--- config.mk ---
export PLATFORM = sky130hd
export DESIGN_NAME = cmd_frame_rx
export DESIGN_NICKNAME = d
export VERILOG_FILES = /design/src/rtl/cfr_pkg.sv /design/src/rtl/cfr_sync.sv /design/src/rtl/cfr_edge.sv /design/src/rtl/cfr_framer.sv /design/src/rtl/cmd_frame_rx.sv
export SDC_FILE = /design/constraint.sdc
export NUM_CORES = 1
export LEC_CHECK = 0
export ABC_AREA = 1
export CAP_MARGIN = 20
export CELL_PAD_IN_SITES_DETAIL_PLACEMENT = 0
export CELL_PAD_IN_SITES_GLOBAL_PLACEMENT = 1
export CORE_MARGIN = 3
export CORE_UTILIZATION = 43
export CTS_CLUSTER_DIAMETER = 30
export CTS_CLUSTER_SIZE = 30
export DETAILED_ROUTE_END_ITERATION = 10
export PLACE_DENSITY_LB_ADDON = 0.1
export SLEW_MARGIN = 10
export SYNTH_ARGS = -nofsm -noshare
export SYNTH_HDL_FRONTEND = slang
export SYNTH_SLANG_ARGS = --single-unit
--- constraint.sdc ---
create_clock -name clk -period 2.8 [get_ports clk]
set_input_delay 0.84 -clock clk [delete_from_list [all_inputs] [get_ports clk]]
set_output_delay 0.84 -clock clk [all_outputs]
set_load 0.05 [all_outputs]
--- src/rtl/cfr_pkg.sv ---
package cfr_pkg;

  typedef enum logic [1:0] {
    FR_WAIT = 2'd0,
    FR_RECV = 2'd1,
    FR_FULL = 2'd2
  } fr_state_e;

  function automatic int frame_bits(input int addr_w, input int freq_w,
                                    input int band_w, input int oc_w);
    return 2 + addr_w + freq_w + band_w + oc_w;
  endfunction

endpackage

--- src/rtl/cfr_sync.sv ---
module cfr_sync #(
  parameter int W      = 3,
  parameter int STAGES = 2
) (
  input  logic         clk,
  input  logic         rst,
  input  logic [W-1:0] d,
  output logic [W-1:0] q
);
  logic [W-1:0] stg [STAGES];

  for (genvar i = 0; i < STAGES; i++) begin : g_stage
    if (i == 0) begin : g_first
      always_ff @(posedge clk) begin
        if (rst) stg[0] <= '0;
        else     stg[0] <= d;
      end
    end else begin : g_next
      always_ff @(posedge clk) begin
        if (rst) stg[i] <= '0;
        else     stg[i] <= stg[i-1];
      end
    end
  end

  assign q = stg[STAGES-1];
endmodule

--- src/rtl/cfr_edge.sv ---
module cfr_edge #(
  parameter int W = 2
) (
  input  logic         clk,
  input  logic         rst,
  input  logic [W-1:0] lvl,
  output logic [W-1:0] rise,
  output logic [W-1:0] fall
);
  logic [W-1:0] prev;

  always_ff @(posedge clk) begin
    if (rst) prev <= '0;
    else     prev <= lvl;
  end

  assign rise = lvl & ~prev;
  assign fall = ~lvl & prev;
endmodule

--- src/rtl/cfr_framer.sv ---
module cfr_framer #(
  parameter int FRAME_BITS = 49,
  localparam int CNT_W     = $clog2(FRAME_BITS + 1)
) (
  input  logic                  clk,
  input  logic                  rst,
  input  logic                  start,
  input  logic                  bit_stb,
  input  logic                  bit_val,
  output logic [FRAME_BITS-1:0] word,
  output logic [CNT_W-1:0]      cnt,
  output logic                  done
);
  import cfr_pkg::*;

  localparam logic [CNT_W-1:0] LAST = CNT_W'(FRAME_BITS - 1);

  fr_state_e st;

  always_ff @(posedge clk) begin
    if (rst) begin
      st   <= FR_WAIT;
      cnt  <= '0;
      word <= '0;
      done <= 1'b0;
    end else begin
      done <= 1'b0;
      if (start) begin
        st  <= FR_RECV;
        cnt <= '0;
      end else if (bit_stb && st == FR_RECV) begin
        word <= {word[FRAME_BITS-2:0], bit_val};
        cnt  <= cnt + 1'b1;
        if (cnt == LAST) begin
          st   <= FR_FULL;
          done <= 1'b1;
        end
      end
    end
  end
endmodule

--- src/rtl/cmd_frame_rx.sv ---
module cmd_frame_rx #(
  parameter int ADDR_W      = 4,
  parameter int FREQ_W      = 32,
  parameter int BAND_W      = 4,
  parameter int OC_W        = 7,
  parameter int SYNC_STAGES = 2
) (
  input  logic              clk,
  input  logic              rst,
  input  logic              bclk_i,
  input  logic              bdata_i,
  input  logic              fsync_i,
  output logic              ptt_o,
  output logic [ADDR_W-1:0] addr_o,
  output logic [FREQ_W-1:0] freq_o,
  output logic [BAND_W-1:0] band_o,
  output logic [OC_W-1:0]   oc_o,
  output logic              mode_o,
  output logic              valid_o
);
  localparam int FRAME_BITS = cfr_pkg::frame_bits(ADDR_W, FREQ_W, BAND_W, OC_W);
  localparam int CNT_W      = $clog2(FRAME_BITS + 1);
  localparam int OC_LO      = 1;
  localparam int BAND_LO    = OC_LO + OC_W;
  localparam int FREQ_LO    = BAND_LO + BAND_W;
  localparam int ADDR_LO    = FREQ_LO + FREQ_W;
  localparam int PTT_POS    = ADDR_LO + ADDR_W;

  logic [2:0]            pins_s;
  logic [1:0]            rise_v, fall_v;
  logic                  fs_fall;
  logic [FRAME_BITS-1:0] word;
  logic [CNT_W-1:0]      bit_cnt;
  logic                  frame_done;
  logic [FRAME_BITS-1:0] out_q;

  cfr_sync #(.W(3), .STAGES(SYNC_STAGES)) u_sync (
    .clk (clk),
    .rst (rst),
    .d   ({fsync_i, bdata_i, bclk_i}),
    .q   (pins_s)
  );

  cfr_edge #(.W(2)) u_edge (
    .clk  (clk),
    .rst  (rst),
    .lvl  ({pins_s[2], pins_s[0]}),
    .rise (rise_v),
    .fall (fall_v)
  );

  assign fs_fall = fall_v[1];

  cfr_framer #(.FRAME_BITS(FRAME_BITS)) u_framer (
    .clk     (clk),
    .rst     (rst),
    .start   (fs_fall),
    .bit_stb (rise_v[0]),
    .bit_val (pins_s[1]),
    .word    (word),
    .cnt     (bit_cnt),
    .done    (frame_done)
  );

  always_ff @(posedge clk) begin
    if (rst) begin
      out_q   <= '0;
      valid_o <= 1'b0;
    end else begin
      valid_o <= frame_done;
      if (frame_done) out_q <= word;
    end
  end

  assign ptt_o  = out_q[PTT_POS];
  assign addr_o = out_q[ADDR_LO +: ADDR_W];
  assign freq_o = out_q[FREQ_LO +: FREQ_W];
  assign band_o = out_q[BAND_LO +: BAND_W];
  assign oc_o   = out_q[OC_LO +: OC_W];
  assign mode_o = out_q[0];
endmodule

---- Word level (Yosys, flattened, before mapping) ----
Memory sizes are Yosys's and may differ from the RTL's.
Index checks and enable logic that the tools add are counted.
storage, ports and cells
  bits in writable memories ............... 6
  memories kept ........................... 1
  register bits after elaboration ......... 110
  logic and storage cells ................. 37
cells by class
  add/subtract/negate cells ............... 1
  equal/unequal tests ..................... 2
  multiplexer cells ....................... 9
  bitwise gates (word level) .............. 8
  reduce and logical (&&, ||, !) cells .... 8
memories
  name        words  width  rd ports  clocked after memory_dff  write ports  RTL line        RTL
  u_sync.stg  2      3      2         0                         2            cfr_sync.sv:10  logic [W-1:0] stg [STAGES];
operator list
  kind                                                                   count
  1-bit two-way mux                                                      7
  6-bit by 1-bit adder with 6-bit output, second input constant          1
  6-bit equality test, second input constant                             1
  3-bit two-way mux                                                      2
  2-bit AND reduction                                                    3
  2-bit nonzero test                                                     2
  1-bit inverter                                                         3
  3-bit OR reduction                                                     1
  2-bit AND                                                              1
  2-bit by 1-bit equality test with 1-bit output, second input constant  1
  2-bit inverter                                                         1
  1-bit OR                                                               2
  2-bit OR reduction                                                     1
  1-bit AND                                                              1
  1-bit logical AND                                                      1

---- Logic depth before layout (Yosys ltp) ----
  depth after elaboration ................. 5
  mapped depth ............................ 8
  gate-level depth less buffers ........... 7

---- By module ----
A second synthesis with hierarchy kept.
unflattened totals
  cell total of the unflattened synthesis .. 617
  area total of the unflattened synthesis .. 4,424.2 um^2
by module, submodules not included
  module        sequential area each (um^2)  instances  area each (um^2)  cells each
  cfr_framer    1,161.1                      1          2,149.6           273
  cmd_frame_rx  1,001.0                      1          2,031.9           314
  cfr_sync      120.1                        1          165.2             18
  cfr_edge      40.0                         1          77.6              12

---- Least setup slack after synthesis ----
Ideal clock, no wire load.
  path type ............................... input port to flip-flop
  from .................................... in rst
  to ...................................... reg u_framer.word[37]
  buffers on the path ..................... 3
  library setup time ...................... 0.120 ns
  path slack .............................. 1.172 ns
  required time ........................... 2.680 ns
  arrival ................................. 1.508 ns
  stages on the path ...................... 4
  cells stage by stage .................... buf_2 clkbuf_1 buf_2 a21oi_1
RTL lines
  what                    RTL line           RTL
  start: declaration      cmd_frame_rx.sv:9  input logic rst,
  end signal: assignment  cfr_framer.sv:32   word <= {word[FRAME_BITS-2:0], bit_val};
  end: declaration        cfr_framer.sv:10   output logic [FRAME_BITS-1:0] word,
No word-level cell between the ends.

---- Worst setup path in the final report ----
  from .................................... reg out_q[48]
  to ...................................... out ptt_o
RTL lines
  what                      RTL line            RTL
  start: declaration        cmd_frame_rx.sv:35  logic [FRAME_BITS-1:0] out_q;
  start signal: assignment  cmd_frame_rx.sv:71  if (frame_done) out_q <= word;
  end: declaration          cmd_frame_rx.sv:13  output logic ptt_o,
No word-level cell between the ends.

==> flow_summary_export.csv <==
group,metric,value,unit
critical_path,crit_required,1.96,ns
sta,setup_violations,0,
cells_and_area,nNetsFinal,566,
clock_network,htree_levels,4,
sta,rsz0062_at_grt,"no",
route,drcViolationCount,0,
yosys,syn_inst,516,
cells_and_area,drive_gt1_frac,0.0804,
cells_and_area,n_antenna_cell,0,
sta,finClkSkew,0.00647,ns
route,vias,3436,
global_route,grt_max_degree,60,
route,drt_first_pass_iters,4,
route,wl,8970,um
pwr,leakage,2.10,nW
sta,fin_crit_sh,0.894,
route,drt_iter0_markers,180,
yosys,yosysSeqAreaShare,0.563,
route,routed_via_density,4.90,
yosys,synthesis.area,4130,sq um
floorplanning,start_util,0.444,
placed_design,place.gp.congestion,0.695,
clock_network,clk_pin_slew,0.06,ns
yosys,async_flop_share,0,
yosys,synth_area_leaders,"dfxtp_1 56%, nor2_1 10%, a21oi_1 6.5%",
clock_network,clock_path_buffers,2,
global_route,grt_pass1_vias,3291,
pwr,peakVddDrop,0.445,mV
cells_and_area,area_growth,29.4,%
global_route,grt_overflow_total,0,
clock_network,cts_inserted_buffers,17,
placed_design,placed_cell_area,4690,sq um
critical_path,cp_data_arrival_time,1.66,ns
yosys,synth_fp_nets,523,
cells_and_area,final_util,0.575,
worst_hold_path,hold_path.class,"reg2reg",
critical_path,cp_max_fo,2,
critical_path,path_delay_family,"buffers and inverters",
route,drtAntennaViolNets,0,
critical_path,cp-end-kind,"primary output",
yosys,netlist.area_leader.share,0.563,
floorplanning,core_area,9280,sq um
yosys,post-synth-top-area-cell,"dfxtp_1",
yosys,ys_types,22,
yosys,ys_warn_count,0,
placed_design,numPortBuffers,54,
clock_network,holdBufCountCts,0,
clock_network,cts_tree,"yes",
clock_network,post_cts_buffers,0,
sta,drv_slew,0,
cells_and_area,stdcell_area,5340,sq um
pwr,power_density,757,nW/um^2
critical_path,critical_path_buf_inv_count,1,
clock_network,clock-sinks,116,
clock_network,worstSkewPairLatency,0.51,ns
clock_network,root_buffer,"clkbuf_8",
sta,relSlewSlack,0.428,
clock_network,cts_resized,0,
floorplanning,die_y,104,um
floorplanning,placementRows,35,
yosys,synth_edf_count,0,
floorplanning,die_w,104,um
sta,hold_viol,0,
global_route,grt_pass1_wl,15400,um
cells_and_area,nFillCells,882,
critical_path,critPathKind,"reg2out",
global_route,grt_usage,0.173,
yosys,postSynthAreaPerCell,8.00,sq um
placed_design,dp_hpwl,5130,um
critical_path,cp_slowest_stage_delay,0.83,ns
yosys,synth_flop_cell,"dfxtp_1",
sta,period_needed,2.50,ns
run_status,status,"finished clean",
global_route,antenna_found_initial,0,
floorplanning,ios,55,
critical_path,crit_path_top_delay_cell,"clkdlybuf4s50_1",
critical_path,crit_chain,"clkdlybuf4s50_1",
critical_path,start_kind,"flop",
yosys,ys_ff_latch,116,
job,cap_violations,0,
floorplanning,die_area,10800,sq um
sta,setup_tns,0,ns
route,avgRoutedWirePerCell,12.8,um
sta,fmax,399,MHz
sta,worst_pin_slew,0.857,ns
## stage by stage
step           instances  setup slack (ns)  total power, W  hold WS, ns
3_5_place_dp         669             0.814         0.00174        0.398
6_report             701             0.297         0.00404        0.398
4_1_cts              701             0.269         0.00407        0.398
3_3_place_gp         669             0.812         0.00174        0.388
5_1_grt              701             0.226         0.00416        0.417
2_1_floorplan        516              1.17         0.00173        0.388
## cells by family after synthesis
logic type / synth area share
flops: 0.563
compound gates: 0.128
fa+ha+maj: 0.00606
xor+xnor: 0.00425
buf+inv: 0.0625
simple gates: 0.237
## where the power goes
part / internal (W) / switching [W] / total (W)
registers: 0.00166 / 0.00000270 / 0.00166
clock network: 0.00158 / 0.000749 / 0.00233
logic: 0.0000116 / 0.0000374 / 0.0000491
## synth_stat cells (2+ instances only)
library cell / n
buf_6: 2
inv_2: 2
nand2_1: 65
o21ai_0: 50
inv_1: 15
ha_1: 2
dfxtp_1: 116
clkbuf_1: 18
buf_4: 5
nand3_1: 53
nor2_1: 113
buf_2: 12
a21oi_1: 54
## final cells by class
class	count	area (sq um)	area share
multi-input cells	345	1550	0.290
clock inverters	12	203	0.0380
inverters	18	70.1	0.0131
clock buffers	20	445	0.0834
repair buffers	61	588	0.110
well taps	129	161	0.0302
flip-flops and latches	116	2320	0.435
## cell usage in the layout (no fill, tap or decap), types with 2 or more instances in the layout
cell type and n:
dfxtp_1 116, nor2_1 113, nand2_1 64, a21oi_1 54
nand3_1 53, clkdlybuf4s50_1 53, o21ai_0 50, clkbuf_16 16
inv_1 15, buf_4 7, bufinv_16 5, clkinvlp_4 4
clkbuf_8 3, inv_2 2, nand2_2 2, ha_1 2
clkinv_4 2
## path summary, 6_finish.rpt
path                               startpoint                          end  slack (ns)  depth (start not counted)
setup / recovery       out_q[48]$_SDFFE_PP0P_                        ptt_o        0.30                          1
hold / removal    u_sync.stg[0][2]$_SDFF_PP0_  u_sync.stg[1][2]$_SDFF_PP0_        0.40                          2
setup reg to reg  u_framer.st[1]$_SDFFE_PP0P_  u_framer.st[0]$_SDFFE_PP0P_        1.17                          7
hold reg to reg   u_sync.stg[0][2]$_SDFF_PP0_  u_sync.stg[1][2]$_SDFF_PP0_        0.40                          2
## sequential cells by signal, indices dropped and copies added (netlist names)
name,count
u_framer.done,1
out_q,49
valid_o,1
u_edge.prev,2
u_framer.cnt,6
u_framer.st,2
u_framer.word,49
u_sync.stg,6
## per-layer routing
metal / global-route usage / up-vias / share of wire
met3: 0.0565 / 10 / 0.037
met1: 0.210 / 1595 / 0.47
met4: 0.0598 / 0 / 0.010
met2: 0.289 / 59 / 0.48
met5: 0 / - / 0
li1: - / 1772 / -
## tightest hold or removal path, cell delays in order, from the launching register on
cell and delay [ns]:
dfxtp_1 0.29, inv_1 0.04, nor2_1 0.03
Note: power is estimated with default switching activity, not from simulation.
